## src/rtl/rps_pkg.sv

```systemverilog
package rps_pkg;

    typedef enum logic [2:0] {
        ST_DELAY   = 3'd0,
        ST_ARMED   = 3'd1,
        ST_RECORD  = 3'd2,
        ST_HOLD    = 3'd3,
        ST_READOUT = 3'd4
    } rps_state_e;

    typedef struct packed {
        logic analog;
        logic mem;
        logic host;
    } rps_rails_t;

    function automatic rps_rails_t rails_for(rps_state_e s);
        rps_rails_t r;
        r = '0;
        case (s)
            ST_ARMED:   begin r.analog = 1'b1; r.mem = 1'b1; end
            ST_RECORD:  begin r.analog = 1'b1; r.mem = 1'b1; end
            ST_HOLD:    r.mem = 1'b1;
            ST_READOUT: begin r.mem = 1'b1; r.host = 1'b1; end
            default:    r = '0;
        endcase
        return r;
    endfunction

endpackage

```

## src/rtl/rps_tick_sync.sv

```systemverilog
module rps_tick_sync #(
    parameter int SYNC_STAGES = 2
) (
    input  logic clk,
    input  logic rst_n,
    input  logic tick_i,
    output logic pulse_o
);
    localparam int CHAIN_W = SYNC_STAGES + 1;

    logic [CHAIN_W-1:0] chain_d, chain_q;

    always_comb begin
        chain_d = {chain_q[CHAIN_W-2:0], tick_i};
    end

    always_ff @(posedge clk or negedge rst_n) begin
        if (!rst_n) chain_q <= '0;
        else        chain_q <= chain_d;
    end

    // one pulse per rising edge of the synchronised tick
    assign pulse_o = chain_q[SYNC_STAGES-1] & ~chain_q[SYNC_STAGES];
endmodule

```

## src/rtl/rps_arm_timer.sv

```systemverilog
module rps_arm_timer #(
    parameter int CODE_W     = 4,
    parameter int UNIT_TICKS = 60_000_000
) (
    input  logic              clk,
    input  logic              rst_n,
    input  logic              load_i,
    input  logic [CODE_W-1:0] code_i,
    input  logic              tick_i,
    output logic              done_o
);
    localparam int SUB_W = $clog2(UNIT_TICKS + 1);
    localparam logic [SUB_W-1:0] SUB_LAST = SUB_W'(UNIT_TICKS - 1);

    typedef struct packed {
        logic              running;
        logic              done;
        logic [CODE_W-1:0] units_left;
        logic [SUB_W-1:0]  sub;
    } tmr_t;

    tmr_t tmr_d, tmr_q;

    always_comb begin
        tmr_d = tmr_q;
        if (load_i) begin
            tmr_d.running    = 1'b1;
            tmr_d.done       = 1'b0;
            tmr_d.units_left = code_i;
            tmr_d.sub        = '0;
        end else if (tmr_q.running && tick_i) begin
            if (tmr_q.sub == SUB_LAST) begin
                tmr_d.sub = '0;
                if (tmr_q.units_left == '0) begin
                    tmr_d.running = 1'b0;
                    tmr_d.done    = 1'b1;
                end else begin
                    tmr_d.units_left = tmr_q.units_left - 1'b1;
                end
            end else begin
                tmr_d.sub = tmr_q.sub + 1'b1;
            end
        end
    end

    always_ff @(posedge clk or negedge rst_n) begin
        if (!rst_n) tmr_q <= '0;
        else        tmr_q <= tmr_d;
    end

    assign done_o = tmr_q.done;
endmodule

```

## src/rtl/rps_status_led.sv

```systemverilog
module rps_status_led #(
    parameter int BLINK_HALF = 500_000
) (
    input  logic clk,
    input  logic rst_n,
    input  logic blink_en_i,
    input  logic steady_i,
    input  logic tick_i,
    output logic led_o
);
    localparam int CNT_W = $clog2(BLINK_HALF + 1);
    localparam logic [CNT_W-1:0] CNT_LAST = CNT_W'(BLINK_HALF - 1);

    typedef struct packed {
        logic [CNT_W-1:0] cnt;
        logic             phase;
    } blink_t;

    blink_t bl_d, bl_q;

    always_comb begin
        bl_d = bl_q;
        if (!blink_en_i) begin
            bl_d.cnt   = '0;
            bl_d.phase = 1'b0;
        end else if (tick_i) begin
            if (bl_q.cnt == CNT_LAST) begin
                bl_d.cnt   = '0;
                bl_d.phase = ~bl_q.phase;
            end else begin
                bl_d.cnt = bl_q.cnt + 1'b1;
            end
        end
    end

    always_ff @(posedge clk or negedge rst_n) begin
        if (!rst_n) bl_q <= '0;
        else        bl_q <= bl_d;
    end

    assign led_o = steady_i | (blink_en_i & bl_q.phase);
endmodule

```

## src/rtl/rec_power_seq.sv

```systemverilog
module rec_power_seq
    import rps_pkg::*;
#(
    parameter int CODE_W      = 4,
    parameter int UNIT_TICKS  = 60_000_000,
    parameter int BLINK_HALF  = 500_000,
    parameter int SYNC_STAGES = 2
) (
    input  logic              clk,
    input  logic              rst_n,
    input  logic              tick_i,
    input  logic [CODE_W-1:0] dip_i,
    input  logic              trig_i,
    input  logic              cap_done_i,
    input  logic              rd_req_i,
    input  logic              rd_done_i,
    output logic              en_analog_o,
    output logic              en_mem_o,
    output logic              en_host_o,
    output logic [2:0]        state_o,
    output logic              led_o
);
    typedef struct packed {
        rps_state_e state;
        rps_rails_t rails;
        logic       loaded;
    } seq_t;

    seq_t seq_d, seq_q;
    logic tick_pulse;
    logic delay_done;

    rps_tick_sync #(.SYNC_STAGES(SYNC_STAGES)) u_sync (
        .clk     (clk),
        .rst_n   (rst_n),
        .tick_i  (tick_i),
        .pulse_o (tick_pulse)
    );

    rps_arm_timer #(.CODE_W(CODE_W), .UNIT_TICKS(UNIT_TICKS)) u_timer (
        .clk    (clk),
        .rst_n  (rst_n),
        .load_i (~seq_q.loaded),
        .code_i (dip_i),
        .tick_i (tick_pulse),
        .done_o (delay_done)
    );

    rps_status_led #(.BLINK_HALF(BLINK_HALF)) u_led (
        .clk        (clk),
        .rst_n      (rst_n),
        .blink_en_i (seq_q.state == ST_ARMED),
        .steady_i   (seq_q.state == ST_HOLD),
        .tick_i     (tick_pulse),
        .led_o      (led_o)
    );

    always_comb begin
        seq_d        = seq_q;
        seq_d.loaded = 1'b1;
        case (seq_q.state)
            ST_DELAY:   if (delay_done) seq_d.state = ST_ARMED;
            ST_ARMED:   if (trig_i)     seq_d.state = ST_RECORD;
            ST_RECORD:  if (cap_done_i) seq_d.state = ST_HOLD;
            ST_HOLD:    if (rd_req_i)   seq_d.state = ST_READOUT;
            ST_READOUT: if (rd_done_i)  seq_d.state = ST_HOLD;
            default:                    seq_d.state = ST_DELAY;
        endcase
        seq_d.rails = rails_for(seq_d.state);
    end

    always_ff @(posedge clk or negedge rst_n) begin
        if (!rst_n) begin
            seq_q.state  <= ST_DELAY;
            seq_q.rails  <= '0;
            seq_q.loaded <= 1'b0;
        end else begin
            seq_q <= seq_d;
        end
    end

    assign en_analog_o = seq_q.rails.analog;
    assign en_mem_o    = seq_q.rails.mem;
    assign en_host_o   = seq_q.rails.host;
    assign state_o     = seq_q.state;
endmodule

```

## config.mk

```make
export PLATFORM = sky130hd
export DESIGN_NAME = rec_power_seq
export DESIGN_NICKNAME = d
export VERILOG_FILES = /design/src/rtl/rps_pkg.sv /design/src/rtl/rps_tick_sync.sv /design/src/rtl/rps_arm_timer.sv /design/src/rtl/rps_status_led.sv /design/src/rtl/rec_power_seq.sv
export SDC_FILE = /design/constraint.sdc
export NUM_CORES = 1
export LEC_CHECK = 0
export ABC_AREA = 1
export BUFFER_PORTS_ARGS = -buffer_cell sky130_fd_sc_hd__buf_2
export CAP_MARGIN = 40
export CORE_MARGIN = 1
export CORE_UTILIZATION = 49
export CTS_BUF_LIST = sky130_fd_sc_hd__clkbuf_4 sky130_fd_sc_hd__clkbuf_8 sky130_fd_sc_hd__clkbuf_16
export CTS_CLUSTER_SIZE = 40
export DETAILED_ROUTE_END_ITERATION = 8
export PLACE_DENSITY = 0.69
export SYNTH_ARGS = -nofsm -noshare
export SYNTH_HDL_FRONTEND = slang
export SYNTH_SLANG_ARGS = --single-unit
```

## constraint.sdc

```tcl
create_clock -name clk -period 1.4 [get_ports clk]
set_input_delay 0.14 -clock clk [delete_from_list [all_inputs] [get_ports clk]]
set_output_delay 0.14 -clock clk [all_outputs]
set_load 0.01 [all_outputs]
```

; After elaboration in Yosys (flattened, before gate mapping)
; Index checks and enable logic that the tools add are counted.
[word_totals]
mem_bits_ro = 0
inputBits = 11
out_inout_bits = 7
latchBits = 0
ram_bits = 0
n_memories = 0
elab_cells = 63
regBits = 62
[classes]
n_addsub = 3
multipliers = 0
eq_ne = 16
n_div = 0
shift = 0
mux = 19
n_reduce_logical = 8
n_lt_le_gt_ge = 0
bitwise = 5
[op_table]
columns = cell, n
row1 = 32-bit two-way mux, 2
row2 = 20-bit two-way mux, 2
row3 = 26-bit by 1-bit adder with 26-bit output (second input constant), 1
row4 = 26-bit == test (second input constant), 1
row5 = 26-bit two-way mux, 1
row6 = 19-bit by 1-bit adder with 19-bit output (second input constant), 1
row7 = 19-bit == test (second input constant), 1
row8 = 19-bit two-way mux, 1
row9 = 3-bit two-way mux, 5
row10 = 3-bit one-hot mux with 5 select lines, 1
row11 = 3-bit by 2-bit == test with 1-bit output (second input constant), 4
row12 = 3-bit by 1-bit == test with 1-bit output (second input constant), 2
row13 = 3-bit == test (second input constant), 2
row14 = 6-bit two-way mux, 1
row15 = 2-bit by 1-bit inequality test with 1-bit output (second input constant), 3
row16 = 2-bit inequality test (second input constant), 3
row17 = 3-bit AND reduction, 2
row18 = 4-bit zero test, 1
row19 = 1-bit two-way mux, 4
row20 = 4-bit two-way mux, 1
row21 = 4-bit OR reduction, 1
row22 = 4-bit by 1-bit subtractor with 4-bit output (second input constant), 1
row23 = 3-bit zero test, 1
row24 = 1-bit bitwise AND, 2
row25 = 6 further kinds, 7

; Longest topological paths before layout
[depth]
ltp_word = 5
depth_mapped = 10
mapped_depth_nobuf = 10

; Hierarchy
; A second synthesis with hierarchy kept.
[unflattened]
cells_unflattened = 532
area_unflattened_um2 = 3797.4
[modules_own_cells]
columns = mod, cells_per_inst, area_per_inst_um2, seq_area_each_um2, instances
row1 = rps_arm_timer, 302, 2078.2, 800.8, 1
row2 = rps_status_led, 176, 1236.2, 500.5, 1
row3 = rec_power_seq, 49, 397.9, 175.2, 1
row4 = rps_tick_sync, 5, 85.1, 75.1, 1

; Least setup slack after synthesis
; OpenSTA, ideal clock, no wires.
[synth_path]
kind = flip-flop to flip-flop
startpoint = register u_led.bl_q[1] (netlist bit)
endpoint = register u_led.bl_q[10] (netlist bit)
stages_incl_launch_ff = 11
path_slack_ns = -0.062
period_less_slack_ns = 1.462
setup_time_ns = 0.120
path_buffers = 0
t_arrival_ns = 1.342
required_ns = 1.280
path_cell_list = dfrtp_1 -> ha_1 -> inv_1 -> nor2_4 -> inv_1 -> nor2_1 -> nand3_1 -> nand2_1 -> nand2_2 -> inv_2 -> nor2_1
[synth_between]
elab_chain_cells = 4
word_cells_on_any_way = 5
classes_between = add/sub (1) / eq/ne (1) / mux (3)
[synth_rtl]
columns = item, line
row1 = "start, declared", rps_status_led.sv:19  ; blink_t bl_d, bl_q;
row2 = "start signal, assigned", rps_status_led.sv:38  ; else bl_q <= bl_d;
row3 = 19-bit by 1-bit adder with 19-bit output or 19-bit == test (tied branches), "rps_status_led.sv:31, rps_status_led.sv:27"
row4 = 19-bit two-way mux (*), rps_status_led.sv:27  ; if (bl_q.cnt == CNT_LAST) begin
row5 = 20-bit two-way mux (*), rps_status_led.sv:26  ; end else if (tick_i) begin
row6 = 20-bit two-way mux (*), rps_status_led.sv:23  ; if (!blink_en_i) begin
; Every way passes the cells marked *; elsewhere a longest branch is shown, timed or not. The select of a mux whose other input is x is not followed.
; A chain may end at the register's enable or synchronous reset.

; Worst setup path after layout
[layout_path]
startpoint = register u_led.bl_q[13] (netlist bit)
endpoint = register u_led.bl_q[17] (netlist bit)
; The elaborated chain is that of the path after synthesis.

==> results by group <==
Status
  – Run status: finished, violations left
  – Violated checks: setup timing

STA
  – Hold slack: ~0.0076 ns
  – Final slew viol count: 0
  – Final Cycle Share: 1.11
  – Final hold violation count: 0
  – Fmax: 644 MHz
  – RSZ-0062 raised after global routing: yes
  – Setup-failing EPs final: just under 50
  – Fin crit period: 1.55 ns
  – PnR worst setup slack: -0.152 ns
  – Fin Clk Skew: 0.0112 ns
  – Setup_tns: -3.95 ns

Setup path
  – Req. time, crit path: roughly 1.6 ns
  – Worst Setup Start Kind: flip-flop
  – Element type at the critical path end: flip-flop
  – CP max stage delay: between 0.4 and 0.5 ns
  – Worst-path maximum fanout: 3
  – Crit path arrival time: 1.79 ns
  – CP max-delay cell: dfrtp_1
  – Critical path type: reg -> reg
  – Worst path bufs/invs: 2
  – Kind of cell adding the most delay to the critical path: simple AND/OR/NAND/NOR gates
  – Cell chain of the critical path: inv_1 -> buf_4 -> nor3_1 -> nand3_1 -> xor2_1 -> nor2_2

Floorplan
  – Die area: 8020 um^2
  – Cell Rows: 31
  – Core Area: between 7000 and 8000 um^2
  – Die H: 89.6 um
  – Die Width: 89.6 um
  – I/O Pins: 18
  – Initial Utilization: 0.513

Placed design
  – Area after DPL: 4400 um^2
  – IO buf count: 17
  – Post-DP HPWL: 6600 um
  – GPL Wtd Cong: 0.902

Global routing
  – Grt ovf: 0
  – First-pass GRT wire length: 15800 um
  – Largest net degree at the start of global routing: 48
  – Vias in the first global route: 3696
  – Initial antenna violation count: 0
  – GRT Overall Usage: 0.255

Detailed routing
  – Vias post-DR: 3906
  – 1st-pass router iterations: 7
  – # DRC: 0
  – Per-cell routed wire length: 14.9 um
  – Final wirelength: 10900 um
  – Initial DRC Count: between 200 and 250
  – Routed Antenna Nets: 0
  – Via density: between 5 and 6

Clock tree
  – Clock root buffer: clkbuf_8
  – Clock Sinks: 62
  – Clock transition at the registers of the reported paths: 0.08 ns
  – CTS tree: done
  – Cts bufs inserted: 9
  – Worst skew pair latency: 0.34 ns
  – Clk buf depth: 2
  – CTS H-tree lvls: 3

Cells and area
  – Area delta synth->final: 40.6%
  – Design Area, Final: 5290 um^2
  – Share of layout cells above drive strength 1: 0.352
  – Post-layout net count: 641
  – # diodes: 0

Power and ir drop
  – Power Dens Cells: 1050 nW/um^2
  – Worst VDD drop: 0.545 mV
  – Clk network pwr share: 0.267
  – Internal power: 3.46 mW
  – Sequential share of power: 0.375
  – P_leak: around 2.4 nW
  – Switch share: 0.373
  – Psw: ~2.1 mW
  – Combinational group share of total power: 0.358

Logic synthesis
  – Syn Nets: 535
  – Syn Std Cell Area: 3760 um^2
  – Sequential share of the synthesized area: 0.413
  – XOR/XNOR Fraction of Synth Area: 0.0443
  – Yosys top cell area share: 0.413
  – Area leader, netlist: dfrtp_1
  – Adder-cell share of the synthesized area: 0.00999
  – Number of synthesized flops with an enable pin: 0
  – Syn Inst Count: between 500 and 600
  – Area contributors post-synth: dfrtp_1, nand2_1, nor2_1
  – Synth Flop Type: dfrtp_1
  – FFs w/ async S/R, synth: 1.00
  – Synth unique cells: 34
  – Post-synthesis mux area share: 0
  – Simple-gate area share of the yosys netlist: 0.415
  – Compound-Gate Fraction of Synth Area: 0.0370
  – Largest family of logic cells by synthesized area: simple AND/OR/NAND/NOR gates
  – Synth warn: 0
  – Post-Syn Area per Cell: just over 7 um^2
  – Synth Register Bits: 62

Flow run
  – Max cap viols: 0

Hold path
  – HP Class: in -> reg
metrics by stage:
step / power (mW) / instances / util / setup WS (ns)
after global routing: 5.80 / 730 / 0.721 / -0.271
after detailed placement: 3.33 / 691 / 0.600 / -0.212
after global placement: 3.31 / 691 / 0.600 / -0.163
after CTS: 4.92 / 714 / 0.649 / -0.114
final: 5.53 / 730 / 0.721 / -0.152
after floorplan: 2.94 / 521 / - / -0.0396
layer usage:
layer	wire length [um]	part of all wire	vias up	global-route usage
li1	-	-	1864	-
met1	4320	0.40	1853	0.297
met3	477	0.044	48	0.0356
met5	0	0	-	0
met2	5660	0.52	141	0.471
met4	447	0.041	0	0.102
logic make-up after synthesis:
| family | count (synthesis) |
|---|---|
| AND/OR/NAND/NOR | 342 |
| buffers and inverters | 70 |
| flip-flops | 62 |
| AO/OA/AOI/OAI | 24 |
| XOR/XNOR | 19 |
| adder cells (fa/ha/maj) | 3 |
| other | 1 |
worst register-to-register path: stages (launching register included):
cell and delay [ns]:
dfrtp_1 0.45, inv_1 0.11, buf_4 0.15, nor3_1 0.30, nand3_1 0.14, xor2_1 0.24, nor2_2 0.06
state kept, by name, summed over array words and instances, names as in the netlist:
register and count:
state_o 3, u_timer.tmr_q 31, en_analog_o 1, u_led.bl_q 20, seq_q 1, en_host_o 1, u_sync.chain_q 3, en_mem_o 1
u_timer.done_o 1
layout make-up:
class	count	area (um^2)
Fill cell	519	2040
Multi-Input combinational cell	392	2390
Timing Repair Buffer	99	781
Tap cell	99	124
Clock inverter	4	31.3
Sequential cell	62	1560
Inverter	62	250
Clock buffer	11	151
Timing Repair inverter	1	7.51
Yosys cell counts (2+ instances only):
| master | instances |
|---|---|
| nor2_4 | 5 |
| nand3b_1 | 5 |
| xor2_1 | 16 |
| inv_2 | 5 |
| xnor2_1 | 3 |
| nand3_2 | 5 |
| buf_2 | 2 |
| o21bai_1 | 2 |
| nand2_1 | 154 |
| ha_1 | 3 |
| dfrtp_1 | 62 |
| nand4_1 | 26 |
| buf_4 | 3 |
| a21oi_1 | 5 |
| buf_6 | 3 |
| nor2_2 | 5 |
| nand3_1 | 24 |
| o21ai_0 | 10 |
| nand2_2 | 5 |
| o31ai_1 | 2 |
| nor2_1 | 93 |
| nand2_4 | 4 |
| nor3_1 | 12 |
| inv_1 | 57 |
final timing paths:
| check | start | to | slack, ns | cells past startpoint |
|---|---|---|---|---|
| hold / removal | rd_done_i | en_host_o$_DFF_PN0_ | 0.008 | 2 |
| setup / recovery | u_led.bl_q[13]$_DFFE_PN0P_ | u_led.bl_q[17]$_DFFE_PN0P_ | -0.15 | 6 |
| setup reg to reg | u_led.bl_q[13]$_DFFE_PN0P_ | u_led.bl_q[17]$_DFFE_PN0P_ | -0.15 | 6 |
| max in group asynchronous | rst_n | u_led.bl_q[6]$_DFFE_PN0P_ | 0.54 | 3 |
| hold reg to reg | u_sync.chain_q[0]$_DFF_PN0_ | u_sync.chain_q[1]$_DFF_PN0_ | 0.39 | 0 |
| min in group asynchronous | rst_n | u_led.bl_q[12]$_DFFE_PN0P_ | 0.26 | 2 |
power groups by stage:
stage                     Sequential (mW)  Combinational [mW]  Clock [mW]
after CTS                            2.04                1.38        1.50
final                                2.07                1.98        1.48
after global placement               2.08                1.23           0
after floorplan                      2.10               0.838           0
after detailed placement             2.08                1.25           0
after global routing                 2.09                2.16        1.56
placed cells by master (no fill, tap or decap), types with 3 or more instances in the layout:
| master | synthesis | routed |
|---|---|---|
| nand2_1 | 154 | 131 |
| buf_6 | 3 | 10 |
| inv_1 | 57 | 51 |
| nor3_1 | 12 | 7 |
| nand2_2 | 5 | 19 |
| nor3_2 | 1 | 4 |
| nand3_4 | 1 | 6 |
| dfrtp_2 | 0 | 3 |
| nand3b_1 | 5 | 5 |
| a21oi_1 | 5 | 3 |
| nand2_4 | 4 | 10 |
| nor2_1 | 93 | 73 |
| clkinvlp_4 | 0 | 4 |
| buf_4 | 3 | 67 |
| xor2_1 | 16 | 14 |
| dfrtp_1 | 62 | 59 |
| clkbuf_8 | 0 | 11 |
| nand3_2 | 5 | 7 |
| buf_12 | 0 | 3 |
| nand3_1 | 24 | 17 |
| inv_2 | 5 | 9 |
| nand4_1 | 26 | 26 |
| buf_2 | 2 | 17 |
| nand2_8 | 0 | 6 |
| nor2_2 | 5 | 12 |
| o21ai_0 | 10 | 8 |
| nor2_4 | 5 | 18 |
what timing repair did:
| action | 4_1_cts | 5_1_grt |
|---|---|---|
| pin swaps | 15 | 36 |
| cloned | 2 | 2 |
| endpoints found under the hold margin | 16 | 0 |
| endpoints found under the setup margin | 45 | 55 |
| setup buffers | 4 | 16 |
| gates resized for setup | 27 | 99 |
| hold buffers | 2 | 0 |
Note: power is estimated with default switching activity, not from simulation.
